[src/rtl/irq_timer_pkg.sv]
package irq_timer_pkg;
  localparam int unsigned VEC_W       = 8;
  localparam int unsigned DIV_IDX_W   = 3;
  localparam int unsigned PRE_W       = (1 << DIV_IDX_W) - 1;
  localparam int unsigned ENTRY_MASK  = 16;
  localparam int unsigned ENTRY_MODE  = 17;
  localparam logic [3:0]  DIV_KEEP    = 4'hB;

  typedef enum logic [1:0] {
    SEL_DIV   = 2'd0,
    SEL_INIT  = 2'd1,
    SEL_CUR   = 2'd2,
    SEL_ENTRY = 2'd3
  } regSel_e;

  // strobes and settings passed from control to datapath
  typedef struct packed {
    logic             loadInit;
    logic             divTick;
    logic             periodic;
    logic             masked;
    logic [VEC_W-1:0] vector;
  } timerCmd_t;
endpackage

[src/rtl/irq_timer_ctrl.sv]
module irq_timer_ctrl
  import irq_timer_pkg::*;
#(
  parameter int unsigned DATA_W = 32,
  parameter int unsigned CNT_W  = 32
) (
  input  logic              clk,
  input  logic              rstN,
  input  logic              tickIn,
  input  logic              wrEn,
  input  logic [1:0]        regAddr,
  input  logic [DATA_W-1:0] wrData,
  input  logic [CNT_W-1:0]  initVal,
  input  logic [CNT_W-1:0]  curVal,
  output logic [DATA_W-1:0] rdData,
  output timerCmd_t         cmd
);
  logic [3:0]           divReg;
  logic                 entryMasked;
  logic                 entryPeriodic;
  logic [VEC_W-1:0]     entryVec;
  logic [PRE_W-1:0]     preCnt;
  logic [DIV_IDX_W-1:0] divIdx;
  logic [DIV_IDX_W-1:0] shiftAmt;
  logic [PRE_W:0]       maskWide;
  logic [PRE_W-1:0]     preMask;
  logic                 wrDiv, wrInit, wrEntry;

  assign wrDiv   = wrEn && (regAddr == SEL_DIV);
  assign wrInit  = wrEn && (regAddr == SEL_INIT);
  assign wrEntry = wrEn && (regAddr == SEL_ENTRY);

  // divider index from the scattered bits, shift wraps modulo 8
  assign divIdx   = {divReg[3], divReg[1:0]};
  assign shiftAmt = divIdx + DIV_IDX_W'(1);
  assign maskWide = ((PRE_W+1)'(1) << shiftAmt) - (PRE_W+1)'(1);
  assign preMask  = maskWide[PRE_W-1:0];

  always_ff @(posedge clk) begin
    if (!rstN) begin
      divReg        <= '0;
      entryMasked   <= 1'b1;
      entryPeriodic <= 1'b0;
      entryVec      <= '0;
    end else begin
      if (wrDiv) divReg <= wrData[3:0] & DIV_KEEP;
      if (wrEntry) begin
        entryVec      <= wrData[VEC_W-1:0];
        entryMasked   <= wrData[ENTRY_MASK];
        entryPeriodic <= wrData[ENTRY_MODE];
      end
    end
  end

  // prescaler phase restarts with every initial-count load
  always_ff @(posedge clk) begin
    if (!rstN)       preCnt <= '0;
    else if (wrInit) preCnt <= '0;
    else if (tickIn) preCnt <= preCnt + PRE_W'(1);
  end

  always_comb begin
    cmd          = '0;
    cmd.loadInit = wrInit;
    cmd.divTick  = tickIn && ((preCnt & preMask) == preMask);
    cmd.periodic = entryPeriodic;
    cmd.masked   = entryMasked;
    cmd.vector   = entryVec;
  end

  always_comb begin
    rdData = '0;
    unique case (regAddr)
      SEL_DIV:   rdData[3:0] = divReg;
      SEL_INIT:  rdData[CNT_W-1:0] = initVal;
      SEL_CUR:   rdData[CNT_W-1:0] = curVal;
      SEL_ENTRY: begin
        rdData[VEC_W-1:0]  = entryVec;
        rdData[ENTRY_MASK] = entryMasked;
        rdData[ENTRY_MODE] = entryPeriodic;
      end
      default:   rdData = '0;
    endcase
  end


  tick_gate_chk: assert property (@(posedge clk) disable iff (!rstN)
    cmd.divTick |-> tickIn);


  div_keep_chk: assert property (@(posedge clk) disable iff (!rstN)
    wrDiv |=> (divReg[2] == 1'b0));
endmodule

[src/rtl/irq_timer_dp.sv]
module irq_timer_dp
  import irq_timer_pkg::*;
#(
  parameter int unsigned CNT_W = 32
) (
  input  logic             clk,
  input  logic             rstN,
  input  timerCmd_t        cmd,
  input  logic [CNT_W-1:0] loadVal,
  output logic [CNT_W-1:0] initVal,
  output logic [CNT_W-1:0] curVal,
  output logic             vecValid,
  output logic [VEC_W-1:0] vecNum
);
  logic [CNT_W-1:0] initReg;
  logic [CNT_W-1:0] curReg;
  logic             armed;
  logic             atZero;
  logic             atOne;

  assign atZero = (curReg == '0);
  assign atOne  = (curReg == CNT_W'(1));
  // arming is re-derived every cycle from the current entry mode
  assign armed  = (initReg != '0) && (cmd.periodic || !atZero);

  always_ff @(posedge clk) begin
    if (!rstN) begin
      initReg  <= '0;
      curReg   <= '0;
      vecValid <= 1'b0;
      vecNum   <= '0;
    end else begin
      vecValid <= 1'b0;
      if (cmd.loadInit) begin
        initReg <= loadVal;
        curReg  <= loadVal;
      end else if (cmd.divTick && armed) begin
        if (atZero) begin
          curReg <= initReg;
        end else begin
          curReg <= curReg - CNT_W'(1);
          if (atOne && !cmd.masked) begin
            vecValid <= 1'b1;
            vecNum   <= cmd.vector;
          end
        end
      end
    end
  end

  assign initVal = initReg;
  assign curVal  = curReg;


  oneshot_down_chk: assert property (@(posedge clk) disable iff (!rstN)
    (!cmd.loadInit && !cmd.periodic) |=> (curReg <= $past(curReg)));


  strobe_zero_chk: assert property (@(posedge clk) disable iff (!rstN)
    vecValid |-> atZero);


  strobe_unmasked_chk: assert property (@(posedge clk) disable iff (!rstN)
    vecValid |-> $past(!cmd.masked));


  strobe_pulse_chk: assert property (@(posedge clk) disable iff (!rstN)
    vecValid |=> !vecValid);


  hold_count_chk: assert property (@(posedge clk) disable iff (!rstN)
    (!cmd.divTick && !cmd.loadInit) |=> $stable(curReg));


  idle_zero_chk: assert property (@(posedge clk) disable iff (!rstN)
    (initReg == '0) |-> !vecValid);
endmodule

[src/rtl/irq_timer_top.sv]
module irq_timer_top
  import irq_timer_pkg::*;
#(
  parameter int unsigned DATA_W = 32,
  parameter int unsigned CNT_W  = 32
) (
  input  logic              clk,
  input  logic              rstN,
  input  logic              tickIn,
  input  logic              wrEn,
  input  logic [1:0]        regAddr,
  input  logic [DATA_W-1:0] wrData,
  output logic [DATA_W-1:0] rdData,
  output logic              vecValid,
  output logic [VEC_W-1:0]  vecNum
);
  timerCmd_t        cmd;
  logic [CNT_W-1:0] initVal;
  logic [CNT_W-1:0] curVal;

  irq_timer_ctrl #(.DATA_W(DATA_W), .CNT_W(CNT_W)) u_ctrl (
    .clk     (clk),
    .rstN    (rstN),
    .tickIn  (tickIn),
    .wrEn    (wrEn),
    .regAddr (regAddr),
    .wrData  (wrData),
    .initVal (initVal),
    .curVal  (curVal),
    .rdData  (rdData),
    .cmd     (cmd)
  );

  irq_timer_dp #(.CNT_W(CNT_W)) u_dp (
    .clk      (clk),
    .rstN     (rstN),
    .cmd      (cmd),
    .loadVal  (wrData[CNT_W-1:0]),
    .initVal  (initVal),
    .curVal   (curVal),
    .vecValid (vecValid),
    .vecNum   (vecNum)
  );
endmodule

[config.mk]
export PLATFORM = sky130hd
export DESIGN_NAME = irq_timer_top
export DESIGN_NICKNAME = d
export VERILOG_FILES = /design/src/rtl/irq_timer_pkg.sv /design/src/rtl/irq_timer_ctrl.sv /design/src/rtl/irq_timer_dp.sv /design/src/rtl/irq_timer_top.sv
export SDC_FILE = /design/constraint.sdc
export NUM_CORES = 1
export LEC_CHECK = 0
export CORE_UTILIZATION = 40
export CTS_CLUSTER_DIAMETER = 30
export DETAILED_ROUTE_END_ITERATION = 6
export GPL_ROUTABILITY_DRIVEN = 0
export GPL_TIMING_DRIVEN = 0
export PLACE_DENSITY = 0.61
export SKIP_LAST_GASP = 1
export SLEW_MARGIN = 10
export SYNTH_ARGS = -nofsm -noshare
export SYNTH_HDL_FRONTEND = slang
export SYNTH_HIERARCHICAL = 1
export SYNTH_SLANG_ARGS = --single-unit
[constraint.sdc]
create_clock -name clk -period 3.6 [get_ports clk]
set_clock_uncertainty 0.15 [all_clocks]
set_input_delay 0.54 -clock clk [delete_from_list [all_inputs] [get_ports clk]]
set_output_delay 0.54 -clock clk [all_outputs]
set_load 0.01 [all_outputs]
==> flow_metrics.env <==
export IMPL_grt_pass1_vias=5418
export IMPL_drv_slew=0
export IMPL_clkSlewWorstSetupHoldPaths_ns=0.07
export IMPL_path_cells="buf_2 -> inv_1 -> nand3_1 -> ha_1 -> and3b_2 -> o21ai_0 -> a21oi_1 -> a2111oi_4 -> o21ai_2 -> nor2_2 -> clkbuf_2 -> o21ai_0 -> a211oi_1"
export IMPL_worst_slack_ns=0.1326
export IMPL_synth_edf_count=0
export IMPL_clock_sinks=93
export IMPL_startpoint_type="flip-flop"
export IMPL_vdd_drop_max_mv=0.1928
export IMPL_critical_path_class="flip-flop to flip-flop"
export IMPL_hold_viol=0
export IMPL_start_util_pct=41.12
export IMPL_hold_class="flip-flop to flip-flop"
export IMPL_synth_area_leaders="dfxtp_1 34%, mux2i_1 7.2%, nor2_1 4.9%, a21oi_1 4.1%, nand2_1 3.8%"
export IMPL_yosysUniqueCellTypes=70
export IMPL_syn_area_per_cell_um2=8.043
export IMPL_timing_final_crit_share_pct=96.32
export IMPL_internal_power_w=0.001850
export IMPL_dr_pass1_iters=6
export IMPL_antenna_found_initial=0
export IMPL_wirelength_mm=20.37
export IMPL_cts_root_buffer="clkbuf_16"
export IMPL_arrival_ns=3.57
export IMPL_cts_hold_buf=0
export IMPL_dieWidth_um=118.7
export IMPL_coreArea_um2=13240
export IMPL_ant_nets=0
export IMPL_synth_commonest_cells="93 x dfxtp_1, 71 x nor2_1, 55 x nand2_1"
export IMPL_max_freq_mhz=288.4
export IMPL_grt_max_degree=17
export IMPL_required_ns=3.70
export IMPL_fillCellCount=1296
export IMPL_swShare_pct=35.47
export IMPL_hold_depth=2
export IMPL_synth_top_area_share_pct=34.19
export IMPL_yosysMostFrequentCell="dfxtp_1"
export IMPL_timing_rr_start="u_ctrl/divReg[3]"
export IMPL_globalRouteOverflowTotal=0
export IMPL_drtIter0Drc=654
export IMPL_p_seq_share_pct=40.1
export IMPL_ff2ff_path_depth=13
export IMPL_fp_dieArea_um2=14080
export IMPL_post_place_ws_ns=-0.2589
export IMPL_fin_crit_ns=3.467
export IMPL_grt_usage_pct=28.60
export IMPL_grt_pass1_wl_mm=30.81
export IMPL_r2r_end="u_dp/curVal[3]"
export IMPL_holdWs_ns=0.3411
export IMPL_power_frac_comb_pct=28.4
export IMPL_placed_area_um2=6436
export IMPL_netlist_instances=677
export IMPL_insertedDiodeCount=0
export IMPL_drc=0
export IMPL_hold_path_end="u_ctrl/entryVec[1]"
export IMPL_final_area_um2=6803
export IMPL_cp_slowest_stage_delay_ns=0.47
export IMPL_ys_flop_type="dfxtp_1"
export IMPL_p_per_area_nw_per_um2=421.5
export IMPL_syn_nets=724
export IMPL_cp_common_cell="o21ai_0"
export IMPL_fp_dieH_um=118.7
export IMPL_p_sw_w=0.001017
export IMPL_area_growth_pct=24.93
export IMPL_cts_made_buffers=9
export IMPL_nets=816
export IMPL_ys_seq_elements=93
export IMPL_tightest_slew_ns=0.9816
export IMPL_crit_fanout=10
export IMPL_rsz0062_at_grt="true"
export IMPL_r2r_setup_slack_ns=0.13
export IMPL_cts_htree_levels=3
export IMPL_setup_viol=0
export IMPL_slowest_stage="a2111oi_4"
export IMPL_rows=42
export IMPL_avgRoutedWirePerCell_um=21.45
export IMPL_hold_start="u_ctrl/entryVec[1]"
export IMPL_clkPwrFrac_pct=31.4
export IMPL_cts_tree="yes"
export IMPL_yosys_area_top_type="dfxtp_1"
export IMPL_synthArstFlopShare_pct=0
export IMPL_ys_warn_count=6
export IMPL_vias=5915
export IMPL_hpwl_mm=14.36
export IMPL_drv_cap=0
export IMPL_via_per_inst=6.226
export IMPL_power_leakage_nw=2.324
export IMPL_status="finished clean"
export IMPL_synth_area_um2=5445
export IMPL_synth_seq_area_share_pct=34.19
export IMPL_drive_gt1_share_pct=7.881
export IMPL_cts_buffer_depth=2
export IMPL_end_kind="flip-flop"
export IMPL_io_pins=79
export IMPL_relSlewSlack_pct=34.56
export IMPL_io_buffers=77
export IMPL_clkLatencyLatePin_ns=0.35
## power groups by stage
| stage | logic (W) | clock network, W | registers (W) |
|---|---|---|---|
| after CTS | 0.000762 | 0.000910 | 0.00115 |
| final | 0.000815 | 0.000901 | 0.00115 |
| after global routing | 0.000863 | 0.000958 | 0.00116 |
| after global placement | 0.000742 | 0 | 0.00117 |
| after detailed placement | 0.000757 | 0 | 0.00117 |
| after floorplan | 0.000498 | 0 | 0.00115 |
## worst max path at each step
stage	end	cells after the start	startpoint	slack [ns]
floorplan	u_dp/vecNum[7]	12	u_ctrl/divReg[3]	0.58
global placement	u_dp/initVal[16]	10	regAddr[1]	-0.12
detailed placement	u_dp/curVal[3]	13	u_ctrl/divReg[3]	-0.26
CTS	u_dp/curVal[3]	13	u_ctrl/divReg[3]	-0.05
global route	rdData[25]	8	regAddr[1]	0.002
finish	u_dp/curVal[3]	13	u_ctrl/divReg[3]	0.13
## metrics by stage
| stage | utilization (%) | power [W] | cells | TNS, ns |
|---|---|---|---|---|
| finish | 51.37 | 0.002867 | 950 | 0 |
| global placement | 48.60 | 0.001910 | 930 | -2.615 |
| global route | 51.37 | 0.002979 | 950 | 0 |
| CTS | 50.90 | 0.002819 | 947 | -0.04842 |
| detailed placement | 48.60 | 0.001927 | 930 | -5.565 |
| floorplan | - | 0.001646 | 677 | 0 |
## layer usage
metal  global-route usage (%)  wire length (µm)
met1                    38.12              8871
met2                    45.29              9145
met4                    12.18               716
met3                    4.923              1640
met5                        0                 0
## logic make-up after synthesis
logic type	Yosys count	synth area share (%)
xor+xnor	5	0.8044
simple gates	267	25.48
flops	93	34.19
compound gates	200	25.30
fa+ha+maj	9	2.068
mux	39	7.169
buf+inv	64	4.986
## cell usage in the layout (no fill, tap or decap), types with 12 or more instances in the layout
cell and instances:
nor4_1 16, a21boi_0 14, a21oi_1 45, nand4_1 12, nor2_1 71, a22oi_1 23, clkbuf_1 24, nand2_1 55
o21ai_0 40, nand3_1 26, nor3_1 13, nor2b_1 24, mux2i_1 39, clkdlybuf4s50_1 77, dfxtp_1 93
## state kept, by name, indices dropped and copies added, names as in the netlist
| register | flops |
|---|---|
| u_ctrl/divReg | 3 |
| u_ctrl/entryMasked | 1 |
| u_ctrl/entryPeriodic | 1 |
| u_ctrl/entryVec | 8 |
| u_ctrl/preCnt | 7 |
| u_dp/curVal | 32 |
| u_dp/initVal | 32 |
| u_dp/vecNum | 8 |
| u_dp/vecValid | 1 |
## repair_timing
item	in CTS	in global routing
gates resized for setup	5	18
buffers inserted	1	3
setup endpoints to repair	37	52
cloned	0	0
pin swaps	1	2
## worst max-delay path, delay by kind of cell, from the launching register on
family	cells	cell delay [ns]
AO/OA/AOI/OAI	6	1.44
buffers and inverters	3	0.63
AND/OR/NAND/NOR	3	0.57
flip-flops	1	0.34
adder cells (fa/ha/maj)	1	0.22
## area by class of cell
| type | count | area [µm²] | share of cell area, % |
|---|---|---|---|
| Clock inverter | 7 | 52.55 | 0.7725 |
| Clock buffer | 9 | 225.2 | 3.311 |
| Sequential cell | 93 | 1862 | 27.37 |
| Multi-Input combinational cell | 520 | 3344 | 49.16 |
| Buffer | 52 | 240.2 | 3.531 |
| Tap cell | 176 | 220.2 | 3.237 |
| Inverter | 12 | 45.04 | 0.6621 |
| Timing Repair Buffer | 81 | 813.3 | 11.96 |
No activity file was read; power rests on OpenSTA's default activity.
